--- config.mk ---
export PLATFORM = sky130hd
export DESIGN_NAME = asid_tlb
export DESIGN_NICKNAME = d
export VERILOG_FILES = /design/src/rtl/tlb_pkg.sv /design/src/rtl/tlb_match.sv /design/src/rtl/tlb_prio.sv /design/src/rtl/tlb_victim.sv /design/src/rtl/asid_tlb.sv
export SDC_FILE = /design/constraint.sdc
export NUM_CORES = 1
export LEC_CHECK = 0
export ABC_AREA = 0
export BUFFER_PORTS_ARGS = -buffer_cell sky130_fd_sc_hd__buf_2
export CORE_ASPECT_RATIO = 1.1
export CORE_MARGIN = 4
export CORE_UTILIZATION = 30
export DETAILED_ROUTE_END_ITERATION = 8
export GPL_TIMING_DRIVEN = 0
export PLACE_DENSITY = 0.46
export SETUP_SLACK_MARGIN = 0.4
export SYNTH_ARGS = -nofsm -noshare
export SYNTH_HDL_FRONTEND = slang
export SYNTH_HIERARCHICAL = 1
export SYNTH_SLANG_ARGS = --single-unit
--- constraint.sdc ---
create_clock -name clk -period 7.03 [get_ports clk]
set_input_delay 1.406 -clock clk [delete_from_list [all_inputs] [get_ports clk]]
set_output_delay 1.406 -clock clk [all_outputs]
set_load 0.01 [all_outputs]
--- src/rtl/tlb_pkg.sv ---
package tlb_pkg;
  typedef enum logic [1:0] {
    OP_IDLE,
    OP_FILL,
    OP_FLUSH_ALL,
    OP_FLUSH_LOCAL
  } tlb_op_e;
endpackage

--- src/rtl/tlb_match.sv ---
module tlb_match #(
  parameter int ENTRIES = 8,
  parameter int VPN_W   = 20,
  parameter int ASID_W  = 16
) (
  input  logic [ENTRIES-1:0]             valid,
  input  logic [ENTRIES-1:0]             glob,
  input  logic [ENTRIES-1:0][VPN_W-1:0]  vpn,
  input  logic [ENTRIES-1:0][ASID_W-1:0] asid,
  input  logic [VPN_W-1:0]               key_vpn,
  input  logic [ASID_W-1:0]              key_asid,
  output logic [ENTRIES-1:0]             hit
);
  for (genvar g = 0; g < ENTRIES; g++) begin : g_cmp
    assign hit[g] = valid[g] && (vpn[g] == key_vpn) &&
                    (glob[g] || (asid[g] == key_asid));
  end
endmodule

--- src/rtl/tlb_prio.sv ---
module tlb_prio #(
  parameter int ENTRIES = 8,
  localparam int IW = (ENTRIES > 1) ? $clog2(ENTRIES) : 1
) (
  input  logic [ENTRIES-1:0] req,
  output logic               any,
  output logic [IW-1:0]      idx
);
  always_comb begin
    idx = '0;
    for (int i = ENTRIES - 1; i >= 0; i--) begin
      if (req[i]) idx = IW'(i);
    end
  end
  assign any = |req;
endmodule

--- src/rtl/tlb_victim.sv ---
module tlb_victim #(
  parameter int ENTRIES = 8,
  localparam int IW = (ENTRIES > 1) ? $clog2(ENTRIES) : 1
) (
  input  logic          clk,
  input  logic          rst_n,
  input  logic          full,
  input  logic          alloc,
  input  logic [IW-1:0] free_idx,
  output logic [IW-1:0] victim
);
  logic [IW-1:0] rr_q, rr_d;
  logic          rr_en;

  assign rr_en = alloc && full;

  always_comb begin
    rr_d = rr_q;
    if (rr_en) begin
      rr_d = (rr_q == IW'(ENTRIES - 1)) ? '0 : rr_q + 1'b1;
    end
  end

  always_ff @(posedge clk or negedge rst_n) begin
    if (!rst_n)     rr_q <= '0;
    else if (rr_en) rr_q <= rr_d;
  end

  assign victim = full ? rr_q : free_idx;

  // a full-buffer allocation moves the rotating pointer
  assert_rr_moves_R8: assert property (@(posedge clk) disable iff (!rst_n)
    (alloc && full) |=> (rr_q != $past(rr_q)));
  // no allocation leaves the pointer where it is
  assert_rr_hold_R8: assert property (@(posedge clk) disable iff (!rst_n)
    !(alloc && full) |=> $stable(rr_q));
endmodule

--- src/rtl/asid_tlb.sv ---
module asid_tlb
  import tlb_pkg::*;
#(
  parameter int ENTRIES = 8,
  parameter int VPN_W   = 20,
  parameter int PPN_W   = 20,
  parameter int ASID_W  = 16,
  localparam int IW = (ENTRIES > 1) ? $clog2(ENTRIES) : 1
) (
  input  logic              clk,
  input  logic              rst_n,
  input  logic [ASID_W-1:0] cur_asid,
  input  logic [VPN_W-1:0]  lk_vpn,
  output logic              lk_hit,
  output logic [PPN_W-1:0]  lk_ppn,
  input  logic              fill_en,
  input  logic [VPN_W-1:0]  fill_vpn,
  input  logic [PPN_W-1:0]  fill_ppn,
  input  logic              fill_global,
  input  logic              flush_all,
  input  logic              flush_local
);
  logic [ENTRIES-1:0]             e_valid_q, e_valid_d;
  logic [ENTRIES-1:0]             e_glob_q;
  logic [ENTRIES-1:0][VPN_W-1:0]  e_vpn_q;
  logic [ENTRIES-1:0][PPN_W-1:0]  e_ppn_q;
  logic [ENTRIES-1:0][ASID_W-1:0] e_asid_q;
  logic [ENTRIES-1:0]             wr_en;

  tlb_op_e op;
  always_comb begin
    if (flush_all)        op = OP_FLUSH_ALL;
    else if (flush_local) op = OP_FLUSH_LOCAL;
    else if (fill_en)     op = OP_FILL;
    else                  op = OP_IDLE;
  end

  // lookup path
  logic [ENTRIES-1:0] lk_match;
  logic [IW-1:0]      lk_idx;

  tlb_match #(.ENTRIES(ENTRIES), .VPN_W(VPN_W), .ASID_W(ASID_W)) i_lk_match (
    .valid(e_valid_q), .glob(e_glob_q), .vpn(e_vpn_q), .asid(e_asid_q),
    .key_vpn(lk_vpn), .key_asid(cur_asid), .hit(lk_match)
  );
  tlb_prio #(.ENTRIES(ENTRIES)) i_lk_prio (
    .req(lk_match), .any(lk_hit), .idx(lk_idx)
  );
  assign lk_ppn = lk_hit ? e_ppn_q[lk_idx] : '0;

  // fill path
  logic [ENTRIES-1:0] fl_match;
  logic               fl_hit;
  logic [IW-1:0]      fl_idx;
  logic               free_any;
  logic [IW-1:0]      free_idx;
  logic [IW-1:0]      victim;
  logic [IW-1:0]      tgt;
  logic               alloc;

  tlb_match #(.ENTRIES(ENTRIES), .VPN_W(VPN_W), .ASID_W(ASID_W)) i_fl_match (
    .valid(e_valid_q), .glob(e_glob_q), .vpn(e_vpn_q), .asid(e_asid_q),
    .key_vpn(fill_vpn), .key_asid(cur_asid), .hit(fl_match)
  );
  tlb_prio #(.ENTRIES(ENTRIES)) i_fl_prio (
    .req(fl_match), .any(fl_hit), .idx(fl_idx)
  );
  tlb_prio #(.ENTRIES(ENTRIES)) i_free_prio (
    .req(~e_valid_q), .any(free_any), .idx(free_idx)
  );

  assign alloc = (op == OP_FILL) && !fl_hit;

  tlb_victim #(.ENTRIES(ENTRIES)) i_victim (
    .clk(clk), .rst_n(rst_n), .full(!free_any), .alloc(alloc),
    .free_idx(free_idx), .victim(victim)
  );

  assign tgt = fl_hit ? fl_idx : victim;

  // next state
  always_comb begin
    e_valid_d = e_valid_q;
    wr_en     = '0;
    unique case (op)
      OP_FLUSH_ALL:   e_valid_d = '0;
      OP_FLUSH_LOCAL: e_valid_d = e_valid_q & e_glob_q;
      OP_FILL: begin
        wr_en[tgt]     = 1'b1;
        e_valid_d[tgt] = 1'b1;
      end
      default: ;
    endcase
  end

  // registers
  always_ff @(posedge clk or negedge rst_n) begin
    if (!rst_n) e_valid_q <= '0;
    else        e_valid_q <= e_valid_d;
  end

  for (genvar g = 0; g < ENTRIES; g++) begin : g_slot
    always_ff @(posedge clk) begin
      if (wr_en[g]) begin
        e_vpn_q[g]  <= fill_vpn;
        e_ppn_q[g]  <= fill_ppn;
        e_glob_q[g] <= fill_global;
        e_asid_q[g] <= fill_global ? '0 : cur_asid;
      end
    end
  end

  // assertions
  assert_fill_occupies_R3: assert property (@(posedge clk) disable iff (!rst_n)
    (op == OP_FILL) |=> (e_valid_q != '0));
  assert_flush_all_empty_R5: assert property (@(posedge clk) disable iff (!rst_n)
    flush_all |=> (e_valid_q == '0));
  assert_flush_local_private_R6: assert property (@(posedge clk) disable iff (!rst_n)
    (flush_local && !flush_all) |=> ((e_valid_q & ~e_glob_q) == '0));
  assert_flush_local_keeps_R6: assert property (@(posedge clk) disable iff (!rst_n)
    (flush_local && !flush_all) |=> ((e_valid_q & e_glob_q) == $past(e_valid_q & e_glob_q)));
  assert_refill_in_place_R7: assert property (@(posedge clk) disable iff (!rst_n)
    ((op == OP_FILL) && fl_hit) |=> ($countones(e_valid_q) == $past($countones(e_valid_q))));
  assert_fill_dropped_R9: assert property (@(posedge clk) disable iff (!rst_n)
    (fill_en && flush_all) |=> !lk_hit || $past(1'b0));
  assert_miss_no_page_R2: assert property (@(posedge clk) disable iff (!rst_n)
    !lk_hit |-> (lk_ppn == '0));
endmodule

## After elaboration in Yosys (flattened, before gate mapping)

Cells that the tools add are included.

| word-level totals | value |
|---|---|
| register bits | 467 |
| input port bits | 82 |
| RAM bits | 0 |
| bits in latches | 0 |
| ROM bits | 0 |
| word-level logic and storage cells | 156 |
| memories kept | 0 |
| output and inout port bits | 21 |

| cells by class | value |
|---|---|
| bitwise logic cells | 3 |
| divide/modulo/power cells | 0 |
| magnitude comparators | 3 |
| shift operators | 0 |
| reduce and logical (&&, ||, !) cells | 49 |
| add/subtract/negate cells | 1 |
| $mul | 0 |
| equality and inequality tests | 28 |
| mux-type cells | 38 |

Operators with widths:

| operator | number |
|---|---|
| $eq A20 B20 Y1 | 16 |
| $eq A16 B16 Y1 | 8 |
| $mux W3 | 27 |
| $bmux W20 S3 | 1 |
| $mux W20 | 2 |
| $logic_and A1 B1 Y1 | 35 |
| $pmux W8 S3 | 1 |
| $reduce_or A8 Y1 | 3 |
| $mux W16 | 1 |
| $and A8 B8 Y8 | 1 |
| $logic_or A1 B1 Y1 | 8 |
| $lt A3 B4 Y1 const B | 2 |
| $mux W8 | 1 |
| $not A8 Y8 | 1 |
| $or A8 B8 Y8 | 1 |
| $eq A2 B2 Y1 const B | 2 |
| $mux W2 | 2 |
| $add A3 B1 Y3 const B | 1 |
| $demux W1 S3 | 1 |
| $eq A3 B3 Y1 const B | 1 |
| $ge A3 B1 Y1 const B | 1 |
| $reduce_bool A3 Y1 | 1 |
| $eq A2 B1 Y1 const B | 1 |
| $logic_not A1 Y1 | 2 |
| $mux W1 | 2 |

## Logic depth before layout (Yosys ltp)

Gate-level depths: netlist of the first run.

| logic depth | value |
|---|---|
| depth after elaboration | 18 |
| depth in mapped cells | 12 |

## Hierarchy

Netlist of the first run, hierarchy kept.

Modules (own cells, without submodules):

| module | area each (µm²) | cells an instance | seq. area each (µm²) | instances |
|---|---|---|---|---|
| asid_tlb | 15775.1 | 671 | 13893.3 | 1 |
| tlb_match | 3627.2 | 428 | 0.0 | 2 |
| tlb_prio | 81.3 | 13 | 0.0 | 3 |
| tlb_victim | 177.7 | 13 | 75.1 | 1 |

## Least setup slack after synthesis of the first run

No wires, ideal clock.

| timing path | value |
|---|---|
| path kind | input-to-reg |
| start | input fill_vpn[6] |
| end | register e_asid_q[80] (netlist bit), enable pin |
| slack | 1.025 ns |
| cell stages on the path | 11 |
| path buffers | 2 |
| arrival time | 5.533 ns |
| path through | buf_4 -> xor2_1 -> nor4_2 -> nand4_1 -> nor3_1 -> a21oi_1 -> o41ai_1 -> mux2i_1 -> nand2b_1 -> buf_2 -> nor2_1 |

| between the ends | value |
|---|---|
| cells in the longest elaborated chain, start to end | 17 |
| elaborated cells between the ends (all ways) | 40 |

RTL lines:

| element | RTL line | RTL |
|---|---|---|
| from (decl) | asid_tlb.sv:17 | `input logic [VPN_W-1:0] fill_vpn,` |
| $eq A20 B20 Y1 (*) | tlb_match.sv:15 | `assign hit[g] = valid[g] && (vpn[g] == key_vpn) &&` |
| $logic_and A1 B1 Y1 (*) (2 in series) | tlb_match.sv:15 |  |
| named net fl_match[7] | asid_tlb.sv:52 | `logic [ENTRIES-1:0] fl_match;` |
| $mux W3 (*) (8 in series) | tlb_prio.sv:12 | `if (req[i]) idx = IW'(i);` |
| named net fl_idx[0] | asid_tlb.sv:54 | `logic [IW-1:0] fl_idx;` |
| $mux W3 (*) | asid_tlb.sv:79 | `assign tgt = fl_hit ? fl_idx : victim;` |
| $lt A3 B4 Y1 (implied by the code) / $ge A3 B1 Y1 (equally long branches) | asid_tlb.sv:89 | `wr_en[tgt] = 1'b1;` |
| $logic_and A1 B1 Y1 (implied by the code) | asid_tlb.sv:89 |  |
| $mux W1 (implied by the code) | asid_tlb.sv:89 |  |
| $demux W1 S3 (*) | asid_tlb.sv:89 |  |
| $mux W8 (*) | asid_tlb.sv:85 | `unique case (op)` |
| named net wr_en[5] | asid_tlb.sv:28 | `logic [ENTRIES-1:0] wr_en;` |
| to (signal, indexed assignment) | asid_tlb.sv:108 | `e_asid_q[g] <= fill_global ? '0 : cur_asid;` |
| to (decl) | asid_tlb.sv:27 | `logic [ENTRIES-1:0][ASID_W-1:0] e_asid_q;` |

The timed path passes the listed nets; every way through them passes the cells marked *.
A chain may end at the register's enable or synchronous reset.

## Worst setup path in the final report of the first run

| timing path | value |
|---|---|
| start | input cur_asid[5] |
| end | output lk_ppn[10] |

| between the ends | value |
|---|---|
| elaborated cells between the ends (all ways) | 36 |

RTL lines:

| element | RTL line | RTL |
|---|---|---|
| from (decl) | asid_tlb.sv:12 | `input logic [ASID_W-1:0] cur_asid,` |
| $eq A16 B16 Y1 | tlb_match.sv:16 | `(glob[g] \|\| (asid[g] == key_asid));` |
| $logic_or A1 B1 Y1 | tlb_match.sv:16 |  |
| $logic_and A1 B1 Y1 | tlb_match.sv:15 |  |
| named net lk_match[4] | asid_tlb.sv:39 | `logic [ENTRIES-1:0] lk_match;` |
| $mux W3 (5 in series) | tlb_prio.sv:12 |  |
| named net lk_idx[2] | asid_tlb.sv:40 | `logic [IW-1:0] lk_idx;` |
| $bmux W20 S3 | asid_tlb.sv:49 | `assign lk_ppn = lk_hit ? e_ppn_q[lk_idx] : '0;` |
| $mux W20 (implied by the code) | asid_tlb.sv:49 |  |
| $mux W20 | asid_tlb.sv:49 |  |
| to (decl) | asid_tlb.sv:15 | `output logic [PPN_W-1:0] lk_ppn,` |

The timed path passes the listed nets, and every way through them passes these cells. The select of a mux whose other input is x is not followed.

==> metrics.txt, run 1 <==
# TYPE chip_impl_metric gauge
chip_impl_info{name="status",value="completed"} 1
chip_impl_info{name="critical-path-slowest-cell",value="nor3_1"} 1
chip_impl_info{name="yosys-top-cells-count",value="560 x xor2_1, 456 x edfxtp_1, 86 x nor4_1"} 1
chip_impl_metric{name="ant_nets",unit=""} 0
chip_impl_metric{name="synth.yosys.seq_area_share",unit="%"} 59.6
chip_impl_info{name="grt_setup_unrepaired",value="false"} 1
chip_impl_metric{name="area_share_of_the_largest_cell_type_after_synthesis",unit="%"} 58.4
chip_impl_metric{name="syn_nets",unit=""} 1663
chip_impl_metric{name="post-dp-hpwl",unit="mm"} 48.9
chip_impl_metric{name="final_max_slew_viol_count",unit=""} 0
chip_impl_metric{name="cts_hold_buffers",unit=""} 0
chip_impl_metric{name="worstPathBufferInverterCount",unit=""} 6
chip_impl_metric{name="synth_edf_count",unit=""} 456
chip_impl_metric{name="synthCells",unit=""} 1579
chip_impl_metric{name="final.fill_count",unit=""} 7385
chip_impl_info{name="library_cell_with_the_highest_instance_count_after_synthesis",value="xor2_1"} 1
chip_impl_metric{name="setup_ws",unit="ns"} 0.487
chip_impl_info{name="cp_cell_sequence",value="buf_2 -> buf_2 -> xor2_1 -> nor4_2 -> a41oi_1 -> nor3_1 -> nor4_2 -> and3b_1 -> buf_4 -> buf_2 -> mux4_2 -> inv_1 -> a221oi_2 -> buf_2"} 1
chip_impl_metric{name="maxCapViolCount",unit=""} 0
chip_impl_metric{name="critical_path_data_arrival_time",unit="ns"} 5.14
chip_impl_info{name="critical-path-top-cell-by-count",value="buf_2"} 1
chip_impl_info{name="worst-setup-path-type",value="input pin to output pin"} 1
chip_impl_metric{name="layout_cells_sized_above_1",unit="%"} 21.8
chip_impl_metric{name="multi_input_area",unit="um2"} 8690
chip_impl_metric{name="cts_num_sinks",unit=""} 467
chip_impl_metric{name="worst_ep_required_time",unit="ns"} 5.62
chip_impl_metric{name="die_footprint",unit="um2"} 82700
chip_impl_metric{name="design.portCount",unit=""} 103
chip_impl_info{name="synthFlopType",value="edfxtp_1"} 1
chip_impl_metric{name="fin_total_pwr",unit="mW"} 6.38
chip_impl_metric{name="period_share",unit="%"} 93.1
chip_impl_metric{name="power.density_cell_area",unit="nW/um2"} 231
chip_impl_metric{name="start_util",unit="%"} 30.3
chip_impl_metric{name="grt_antenna_before_repair",unit=""} 5
chip_impl_metric{name="detail_route.drc_violations",unit=""} 0
chip_impl_metric{name="drtIter0Drc",unit=""} 812
chip_impl_metric{name="insertion_delay",unit="ns"} 0.61
chip_impl_metric{name="setup-violations-final",unit=""} 0
chip_impl_metric{name="netlist_area",unit="um2"} 23500
chip_impl_metric{name="detailroute.via_count",unit=""} 13300
chip_impl_info{name="critical-path-top-delay-family",value="simple AND/OR/NAND/NOR gates"} 1
chip_impl_metric{name="drt-vias-per-instance",unit=""} 4.74
chip_impl_metric{name="worst_setup_hold_path_clk_slew",unit="ns"} 0.06
chip_impl_metric{name="firstDrtPassIters",unit=""} 5
chip_impl_metric{name="synth_seq_cells",unit=""} 467
chip_impl_info{name="worstHoldPathType",value="flip-flop to flip-flop"} 1
chip_impl_metric{name="port-buffer-count",unit=""} 81
chip_impl_metric{name="fin_worst_hold_slack",unit="ns"} 0.563
chip_impl_info{name="timing.critical_path.to_type",value="output pin"} 1
chip_impl_metric{name="grt_overflow",unit=""} 0
chip_impl_metric{name="design.core.area",unit="um2"} 77500
chip_impl_metric{name="worst-slew-pin-transition",unit="ns"} 0.937
chip_impl_metric{name="ys_warn_count",unit=""} 6
chip_impl_metric{name="ctsHtreeMaxLevel",unit=""} 2
chip_impl_metric{name="via_count_of_the_first_global_routing_pass",unit=""} 14100
chip_impl_metric{name="yosysUniqueCellTypes",unit=""} 40
chip_impl_metric{name="gp_congestion",unit=""} 0.839
chip_impl_metric{name="clk_path_buf_depth",unit=""} 3
chip_impl_metric{name="wirelength",unit="mm"} 69.9
chip_impl_metric{name="seq_area",unit="um2"} 14000
chip_impl_metric{name="die_y",unit="um"} 301
chip_impl_metric{name="postSynth.asyncResetShare",unit="%"} 2.36
chip_impl_metric{name="routed_wire_length_per_instance",unit="um"} 24.8
chip_impl_metric{name="die_w",unit="um"} 275
chip_impl_info{name="synth_area_leaders",value="edfxtp_1 58%, xor2_1 21%, nor4_2 2.4%, buf_6 2.3%, nor4_1 2.3%"} 1
chip_impl_metric{name="utilization",unit="%"} 35.6
chip_impl_metric{name="leakagePower",unit="nW"} 9.42
chip_impl_metric{name="numCtsBuffers",unit=""} 52
chip_impl_metric{name="rows",unit=""} 107
chip_impl_metric{name="critPathMaxStageDelay",unit="ns"} 0.61
chip_impl_metric{name="hold_viol",unit=""} 0
chip_impl_metric{name="grt_max_degree",unit=""} 25
chip_impl_metric{name="timing.critical_path.fanout_max",unit=""} 10
chip_impl_info{name="tritoncts",value="yes"} 1
chip_impl_metric{name="nets_finish",unit=""} 1818
chip_impl_metric{name="vdd_ir_drop_max",unit="uV"} 181
chip_impl_metric{name="fin_tns_setup",unit="ns"} 0
chip_impl_metric{name="finalCriticalPeriod",unit="ns"} 6.54
chip_impl_metric{name="max_slew_margin",unit="%"} 37.6
chip_impl_metric{name="max_freq",unit="MHz"} 153
chip_impl_metric{name="track_usage",unit="%"} 16.8
chip_impl_metric{name="grt_first_pass_wirelength",unit="mm"} 100
chip_impl_info{name="clockRootBuffer",value="clkbuf_16"} 1
chip_impl_info{name="post-synth-top-area-cell",value="edfxtp_1"} 1
chip_impl_metric{name="avgSynthCellArea",unit="um2"} 14.9
chip_impl_metric{name="clock-skew-final",unit="ns"} 0.0459
chip_impl_info{name="cp-start-kind",value="input pin"} 1
chip_impl_metric{name="synthToLayoutAreaGrowth",unit="%"} 17.5
chip_impl_metric{name="place_worst_setup_slack",unit="ns"} -0.300
[repair_timing]
item,4_1_cts,5_1_grt
gates resized for setup,11,3
cloned,0,0
setup buffers,0,0
endpoints found under the setup margin,20,15
pin swaps,0,0
[worst reg2reg max path, cell delays in order, from the launching register on]
cell and delay [ns]:
edfxtp_1 0.42, xor2_1 0.17, nor4_1 0.76, a41oi_1 0.43, nor3_1 0.41, nor4_2 0.08
nand3_1 0.10, buf_2 0.19, mux2i_1 0.25, nand2_1 0.35, nor2_4 0.61, buf_12 0.27
buf_16 0.19, buf_16 0.18
[worst paths after layout]
path	to	depth (start not counted)	slack (ns)	from
worst max-delay path	lk_ppn[10]	14	0.49	cur_asid[5]
worst min-delay path	i_victim/rr_q[1]	1	0.56	i_victim/rr_q[1]
worst max register to register	e_ppn_q[15]	13	2.31	e_asid_q[95]
worst min register to register	i_victim/rr_q[1]	1	0.56	i_victim/rr_q[1]
max in group asynchronous	e_valid_q[4]	1	6.11	rst_n
min in group asynchronous	i_victim/rr_q[0]	1	0.69	rst_n
[stage by stage]
step / instances / instance area (um2)
2_1_floorplan: 1579 / 23500
3_5_place_dp: 2715 / 25700
5_1_grt: 2813 / 27500
3_3_place_gp: 2695 / 25200
4_1_cts: 2813 / 27500
6_report: 2817 / 27600
[state kept, by name, summed over array words and instances (netlist names)]
signal	cells
e_asid_q	128
e_vpn_q	160
e_valid_q	8
e_glob_q	8
i_victim/rr_q	3
e_ppn_q	160
[report_power, final]
group / leakage [nW] / internal (mW) / switching [mW]
clock network: 0.885 / 1.74 / 1.14
logic: 4.25 / 0.145 / 0.278
registers: 4.28 / 3.07 / 0.00807
[logic make-up (layout without fill, tap and decap cells)]
| group | count (synthesis) | in the layout | share of synthesized area (%) |
|---|---|---|---|
| AO/OA/AOI/OAI | 83 | 83 | 3.15 |
| XOR/XNOR | 576 | 576 | 21.5 |
| adder cells (fa/ha/maj) | 2 | 2 | 0.107 |
| buffers and inverters | 127 | 326 | 3.94 |
| flip-flops | 467 | 467 | 59.6 |
| multiplexers | 67 | 67 | 4.15 |
| other | 0 | 4 | 0 |
| AND/OR/NAND/NOR | 257 | 257 | 7.58 |
[layout by cell type, fill, tap and decap left out, types with 3 or more instances in the layout]
| cell type | count |
|---|---|
| a21oi_1 | 3 |
| a221oi_2 | 19 |
| a41oi_1 | 16 |
| and3b_1 | 3 |
| buf_12 | 12 |
| buf_16 | 8 |
| buf_2 | 102 |
| buf_4 | 16 |
| buf_6 | 48 |
| bufinv_16 | 8 |
| clkbuf_1 | 13 |
| clkbuf_16 | 54 |
| clkbuf_8 | 4 |
| clkinv_1 | 12 |
| clkinv_2 | 8 |
| dfrtp_1 | 11 |
| diode_2 | 4 |
| edfxtp_1 | 456 |
| inv_1 | 34 |
| mux2_1 | 3 |
| mux2_2 | 23 |
| mux2i_1 | 21 |
| mux4_1 | 5 |
| mux4_2 | 15 |
| nand3_1 | 19 |
| nand4_1 | 16 |
| nor2_1 | 13 |
| nor2_4 | 8 |
| nor2b_1 | 29 |
| nor3_1 | 32 |
| nor4_1 | 79 |
| nor4_2 | 52 |
| o21ai_0 | 23 |
| o21bai_1 | 3 |
| o32ai_1 | 8 |
| xnor2_1 | 16 |
| xor2_1 | 560 |
[routing by layer]
| layer | track usage, % | vias to the layer above | routed length (um) |
|---|---|---|---|
| li1 | - | 6115 | - |
| met1 | 22.1 | 6837 | 30200 |
| met2 | 29.1 | 303 | 35000 |
| met3 | 2.75 | 92 | 3160 |
| met4 | 3.85 | 0 | 1500 |
| met5 | 0 | - | 0 |
[area by class of cell]
type / count / area share (%)
clock buffer: 65 / 5.20
sequential: 467 / 50.7
tap: 1035 / 4.70
inverter: 34 / 0.463
buffer: 93 / 2.90
antenna: 4 / 0.0363
multi-input combinational: 985 / 31.5
timing repair buffer: 101 / 3.14
clock inverter: 33 / 1.36
Power figures use the tool's default switching activity.
==> run 2, diff against run 1 <==
Settings changed: PLACE_DENSITY 0.46 to 0.47.
==> metrics.txt, run 2 (synthesis gave the netlist of run 1 again) <==
# TYPE chip_impl_metric gauge
chip_impl_metric{name="grt_overflow",unit=""} 0
chip_impl_metric{name="max_slew_margin",unit="%"} 35.6
chip_impl_metric{name="grt_antenna_before_repair",unit=""} 5
chip_impl_metric{name="wirelength",unit="mm"} 68.4
chip_impl_metric{name="detailroute.via_count",unit=""} 13200
chip_impl_metric{name="critPathMaxStageDelay",unit="ns"} 0.61
chip_impl_metric{name="worst_ep_required_time",unit="ns"} 5.62
chip_impl_info{name="grt_setup_unrepaired",value="true"} 1
chip_impl_metric{name="design.portCount",unit=""} 103
chip_impl_metric{name="drt-vias-per-instance",unit=""} 4.71
chip_impl_metric{name="post-route-cell-area",unit="um2"} 27300
chip_impl_info{name="critical-path-top-delay-family",value="simple AND/OR/NAND/NOR gates"} 1
chip_impl_metric{name="period_share",unit="%"} 93.0
chip_impl_metric{name="maxCapViolCount",unit=""} 0
chip_impl_metric{name="drtIter0Drc",unit=""} 822
chip_impl_metric{name="gp_congestion",unit=""} 0.799
chip_impl_metric{name="numCtsBuffers",unit=""} 51
chip_impl_metric{name="max_freq",unit="MHz"} 153
chip_impl_metric{name="clock-skew-final",unit="ns"} 0.0220
chip_impl_metric{name="utilization",unit="%"} 35.3
chip_impl_metric{name="place_worst_setup_slack",unit="ns"} -0.244
chip_impl_info{name="clockRootBuffer",value="clkbuf_16"} 1
chip_impl_info{name="final_cell_mix",value="560 x xor2_1, 456 x edfxtp_1, 102 x buf_2"} 1
chip_impl_metric{name="port-buffer-count",unit=""} 81
chip_impl_info{name="timing.critical_path.to_type",value="output pin"} 1
chip_impl_metric{name="clk_path_buf_depth",unit=""} 3
chip_impl_metric{name="rows",unit=""} 107
chip_impl_metric{name="hold_viol",unit=""} 0
chip_impl_metric{name="nets_finish",unit=""} 1816
chip_impl_metric{name="detail_route.drc_violations",unit=""} 0
chip_impl_metric{name="grt_first_pass_wirelength",unit="mm"} 98.7
chip_impl_info{name="status",value="completed"} 1
chip_impl_metric{name="firstDrtPassIters",unit=""} 5
chip_impl_info{name="critical-path-top-cell-by-count",value="buf_2"} 1
chip_impl_metric{name="dpl-instance-area",unit="um2"} 25700
chip_impl_info{name="cp-start-kind",value="input pin"} 1
chip_impl_metric{name="final_max_slew_viol_count",unit=""} 0
chip_impl_metric{name="cts_hold_buffers",unit=""} 0
chip_impl_metric{name="design.core.area",unit="um2"} 77500
chip_impl_metric{name="via_count_of_the_first_global_routing_pass",unit=""} 13900
chip_impl_info{name="mostFrequentLayoutCell",value="xor2_1"} 1
chip_impl_metric{name="grt_max_degree",unit=""} 28
chip_impl_metric{name="leakagePower",unit="nW"} 9.32
chip_impl_metric{name="ctsHtreeMaxLevel",unit=""} 2
chip_impl_metric{name="insertion_delay",unit="ns"} 0.62
chip_impl_metric{name="die_y",unit="um"} 301
chip_impl_metric{name="synthToLayoutAreaGrowth",unit="%"} 16.6
chip_impl_metric{name="start_util",unit="%"} 30.3
chip_impl_metric{name="cts_num_sinks",unit=""} 467
chip_impl_metric{name="layout_cells_sized_above_1",unit="%"} 21.2
chip_impl_metric{name="setup_ws",unit="ns"} 0.490
chip_impl_metric{name="fin_tns_setup",unit="ns"} 0
chip_impl_info{name="critical-path-slowest-cell",value="nor4_1"} 1
chip_impl_info{name="cp_cell_sequence",value="buf_2 -> buf_2 -> xor2_1 -> nor4_1 -> a41oi_1 -> nor3_1 -> nor2_1 -> and3b_1 -> buf_4 -> buf_6 -> buf_6 -> mux2i_1 -> a221oi_1 -> buf_2"} 1
chip_impl_metric{name="finalCriticalPeriod",unit="ns"} 6.54
chip_impl_metric{name="routed_wire_length_per_instance",unit="um"} 24.4
chip_impl_metric{name="worst-slew-pin-transition",unit="ns"} 0.966
chip_impl_metric{name="vdd_ir_drop_max",unit="uV"} 193
chip_impl_metric{name="die_footprint",unit="um2"} 82700
chip_impl_info{name="tritoncts",value="yes"} 1
chip_impl_info{name="reg.largest.list",value="e_ppn_q (160), e_vpn_q (160), e_asid_q (128)"} 1
chip_impl_metric{name="power.density_cell_area",unit="nW/um2"} 225
chip_impl_metric{name="track_usage",unit="%"} 16.5
chip_impl_metric{name="ant_nets",unit=""} 0
chip_impl_info{name="worstHoldPathType",value="flip-flop to flip-flop"} 1
chip_impl_metric{name="post-dp-hpwl",unit="mm"} 47.7
chip_impl_metric{name="worst_setup_hold_path_clk_slew",unit="ns"} 0.06
chip_impl_metric{name="setup-violations-final",unit=""} 0
chip_impl_metric{name="timing.critical_path.fanout_max",unit=""} 10
chip_impl_metric{name="worstPathBufferInverterCount",unit=""} 6
chip_impl_info{name="worst-setup-path-type",value="input pin to output pin"} 1
chip_impl_metric{name="critical_path_data_arrival_time",unit="ns"} 5.13
chip_impl_metric{name="die_w",unit="um"} 275
## run 2: final cells by class
type	instances	area (um2)
plain buffers	93	798
diodes	1	2.50
clock buffers	58	1300
well taps	1035	1290
clock inverters	33	323
repair buffers	100	861
inverters	34	128
fillers	7403	50200
flip-flops and latches	467	14000
multi-input cells	985	8660
## run 2: per-stage QoR
stage	power, mW	std cells	hold WS, ns
after CTS	6.24	2805	0.544
final	6.16	2806	0.543
after global placement	3.55	2695	0.514
after floorplan	3.39	1579	0.485
after global routing	6.38	2806	0.580
after detailed placement	3.56	2714	0.529
## run 2: routing by layer
| layer | global-route usage (%) | wire length, um | vias to the layer above |
|---|---|---|---|
| li1 | - | - | 6085 |
| met1 | 21.6 | 29800 | 6722 |
| met2 | 27.9 | 33200 | 312 |
| met3 | 2.90 | 3320 | 95 |
| met4 | 4.94 | 2050 | 4 |
| met5 | 0 | 27 | - |
## run 2: path summary, 6_finish.rpt
kind | start | slack [ns] | end | cells past startpoint
setup reg to reg | e_asid_q[127] | 2.27 | e_vpn_q[108] | 12
max in group asynchronous | rst_n | 6.14 | e_valid_q[3] | 1
setup / recovery | cur_asid[5] | 0.49 | lk_ppn[19] | 14
min in group asynchronous | rst_n | 0.67 | i_victim/rr_q[0] | 1
hold / removal | i_victim/rr_q[1] | 0.54 | i_victim/rr_q[1] | 1
hold reg to reg | i_victim/rr_q[1] | 0.54 | i_victim/rr_q[1] | 1
## run 2: report_power, final
group | internal [mW] | switching (mW) | total (mW)
sequential | 3.07 | 0.00788 | 3.08
combinational | 0.145 | 0.272 | 0.417
clock | 1.52 | 1.15 | 2.66
## run 2: worst reg2reg max path, stage by stage, from the launching register on
cell and delay, ns:
edfxtp_1 0.42, xor2_1 0.16, nor4_1 0.77, a41oi_1 0.43, nor3_1 0.41, a21oi_1 0.12, o41ai_1 0.38, mux2i_1 0.18
nand2b_1 0.17, buf_2 0.22, nor2_4 0.69, buf_12 0.29, buf_16 0.21
## run 2: repair_timing
action,4_1_cts,5_1_grt
gates resized for setup,6,6
endpoints found under the hold margin,0,0
pin swaps,0,0
setup buffers,0,0
endpoints found under the setup margin,20,20
==> run 3, diff against run 2 <==
Settings changed: CORE_UTILIZATION 30 to 55, PLACE_DENSITY 0.47 to 0.74, RECOVER_POWER from default to 50.
==> metrics.txt, run 3 (synthesis gave the netlist of run 1 again) <==
# TYPE chip_impl_metric gauge
chip_impl_metric{name="grt_max_degree",unit=""} 29
chip_impl_metric{name="vdd_ir_drop_max",unit="uV"} 206
chip_impl_metric{name="leakagePower",unit="nW"} 9.11
chip_impl_metric{name="routed_wire_length_per_instance",unit="um"} 26.2
chip_impl_info{name="cp_cell_sequence",value="buf_2 -> buf_2 -> xor2_1 -> nor4_1 -> a41oi_1 -> nor3_1 -> nor4_2 -> and3b_1 -> buf_4 -> buf_6 -> buf_6 -> mux2i_1 -> a221oi_1 -> buf_2"} 1
chip_impl_metric{name="design.portCount",unit=""} 103
chip_impl_metric{name="worst-slew-pin-transition",unit="ns"} 1.08
chip_impl_metric{name="seq_area",unit="um2"} 14000
chip_impl_metric{name="clk_path_buf_depth",unit=""} 3
chip_impl_metric{name="multi_input_area",unit="um2"} 8630
chip_impl_metric{name="hold_viol",unit=""} 0
chip_impl_metric{name="critPathMaxStageDelay",unit="ns"} 0.64
chip_impl_metric{name="port-buffer-count",unit=""} 81
chip_impl_metric{name="grt_overflow",unit=""} 0
chip_impl_metric{name="die_y",unit="um"} 225
chip_impl_metric{name="maxCapViolCount",unit=""} 0
chip_impl_metric{name="die_footprint",unit="um2"} 46000
chip_impl_metric{name="rows",unit=""} 79
chip_impl_metric{name="clock-skew-final",unit="ns"} 0.0213
chip_impl_metric{name="power.density_cell_area",unit="nW/um2"} 226
chip_impl_metric{name="detail_route.drc_violations",unit=""} 0
chip_impl_info{name="tritoncts",value="yes"} 1
chip_impl_metric{name="nets_finish",unit=""} 1810
chip_impl_metric{name="grt_first_pass_wirelength",unit="mm"} 89.0
chip_impl_metric{name="worstPathBufferInverterCount",unit=""} 6
chip_impl_metric{name="worst_setup_hold_path_clk_slew",unit="ns"} 0.06
chip_impl_metric{name="die_w",unit="um"} 205
chip_impl_metric{name="insertion_delay",unit="ns"} 0.59
chip_impl_info{name="final_cell_mix",value="560 x xor2_1, 456 x edfxtp_1, 86 x nor4_1"} 1
chip_impl_metric{name="cts_num_sinks",unit=""} 467
chip_impl_metric{name="finalCriticalPeriod",unit="ns"} 6.51
chip_impl_metric{name="track_usage",unit="%"} 26.4
chip_impl_metric{name="critical_path_data_arrival_time",unit="ns"} 5.11
chip_impl_info{name="worst-setup-path-type",value="input pin to output pin"} 1
chip_impl_info{name="critical-path-top-delay-family",value="simple AND/OR/NAND/NOR gates"} 1
chip_impl_info{name="clockRootBuffer",value="clkbuf_16"} 1
chip_impl_info{name="cp-start-kind",value="input pin"} 1
chip_impl_info{name="reg.largest.list",value="e_ppn_q (160), e_vpn_q (160), e_asid_q (128)"} 1
chip_impl_metric{name="max_freq",unit="MHz"} 154
chip_impl_metric{name="firstDrtPassIters",unit=""} 5
chip_impl_metric{name="start_util",unit="%"} 55.6
chip_impl_info{name="worstHoldPathType",value="flip-flop to flip-flop"} 1
chip_impl_info{name="critical-path-slowest-cell",value="nor4_1"} 1
chip_impl_metric{name="fin_tns_setup",unit="ns"} 0
chip_impl_metric{name="synthToLayoutAreaGrowth",unit="%"} 12.9
chip_impl_metric{name="design.core.area",unit="um2"} 42200
chip_impl_info{name="critical-path-top-cell-by-count",value="buf_2"} 1
chip_impl_metric{name="ant_nets",unit=""} 0
chip_impl_metric{name="gp_congestion",unit=""} 0.894
chip_impl_metric{name="layout_cells_sized_above_1",unit="%"} 18.1
chip_impl_info{name="mostFrequentLayoutCell",value="xor2_1"} 1
chip_impl_metric{name="grt_antenna_before_repair",unit=""} 2
chip_impl_metric{name="max_slew_margin",unit="%"} 27.1
chip_impl_metric{name="drtIter0Drc",unit=""} 1145
chip_impl_info{name="grt_setup_unrepaired",value="false"} 1
chip_impl_metric{name="setup-violations-final",unit=""} 0
chip_impl_metric{name="wirelength",unit="mm"} 61.0
chip_impl_metric{name="worst_ep_required_time",unit="ns"} 5.62
chip_impl_info{name="timing.critical_path.to_type",value="output pin"} 1
chip_impl_info{name="status",value="completed"} 1
chip_impl_metric{name="via_count_of_the_first_global_routing_pass",unit=""} 14100
chip_impl_metric{name="post-dp-hpwl",unit="mm"} 41.6
chip_impl_metric{name="ctsHtreeMaxLevel",unit=""} 2
chip_impl_metric{name="final.fill_count",unit=""} 3125
chip_impl_metric{name="fin_total_pwr",unit="mW"} 5.99
chip_impl_metric{name="drt-vias-per-instance",unit=""} 5.88
chip_impl_metric{name="cts_setup_buffers",unit=""} 0
chip_impl_metric{name="timing.critical_path.fanout_max",unit=""} 10
chip_impl_metric{name="period_share",unit="%"} 92.6
chip_impl_metric{name="numCtsBuffers",unit=""} 48
chip_impl_metric{name="detailroute.via_count",unit=""} 13700
chip_impl_metric{name="final_max_slew_viol_count",unit=""} 0
[run 3: cell count changes in the layout (fill, tap and decap cells not counted), sizes merged]
| cell | previous run | this run |
|---|---|---|
| clkinv | 24 | 21 |
| buf | 185 | 138 |
| clkinvlp | 2 | 3 |
| clkbuf | 66 | 109 |
[run 3: layer usage]
metal | track usage (%) | share of wire (%) | up-vias | routed length [um]
met1 | 34.7 | 39 | 6921 | 23900
met4 | 9.40 | 3.5 | 2 | 2150
met3 | 4.10 | 6.7 | 121 | 4070
met2 | 45.0 | 51 | 561 | 30800
li1 | - | - | 6100 | -
met5 | 0 | 0.021 | - | 13
[run 3: cell type report]
class                      count  area share (%)
antenna                        1         0.00945
tap                          567            2.68
buffer                        93            2.98
multi-input combinational    985            32.6
inverter                      34           0.482
sequential                   467            52.7
clock buffer                  57            4.74
timing repair buffer          97            2.71
clock inverter                31            1.05
[run 3: worst paths after layout]
check,cells past startpoint,to,from,slack [ns]
max,14,lk_ppn[19],cur_asid[10],0.52
min,1,i_victim/rr_q[1],i_victim/rr_q[1],0.56
max reg2reg,12,e_ppn_q[14],e_asid_q[12],2.17
min reg2reg,1,i_victim/rr_q[1],i_victim/rr_q[1],0.56
max in group asynchronous,1,e_valid_q[1],rst_n,5.72
min in group asynchronous,1,e_valid_q[4],rst_n,0.84
[run 3: power by group]
group	internal (mW)	total, mW	switching [mW]
clock	1.46	2.51	1.05
sequential	3.07	3.08	0.00863
combinational	0.139	0.407	0.268
[run 3: worst reg2reg max path: cells and delay by family, from the launching register on]
family                    cells  cell delay, ns
and+or+nand+nor               6            2.47
buffers and inverters         3            0.76
DFF                           1            0.42
AOI/OAI and AO/OA             1            0.41
muxes                         1            0.29
xor gates and xnor gates      1            0.16
[run 3: stage by stage]
| stage | cells | cell area (um2) | setup WS, ns | hold WS [ns] | util [%] |
|---|---|---|---|---|---|
| 6_report | 2332 | 26500 | 0.519 | 0.565 | 62.8 |
| 5_1_grt | 2332 | 26500 | 0.427 | 0.593 | 62.8 |
| 4_1_cts | 2331 | 26500 | 0.485 | 0.571 | 62.9 |
| 3_5_place_dp | 2243 | 25000 | 0.0808 | 0.536 | 59.2 |
| 3_3_place_gp | 2227 | 24600 | -2.18 | 0.540 | 58.2 |
| 2_1_floorplan | 1579 | 23500 | 1.03 | 0.485 | - |
[run 3: timing repair]
item,CTS,global route
gates cloned,0,0
hold buffers,0,0
endpoints found under the setup margin,20,20
resized for setup,3,5
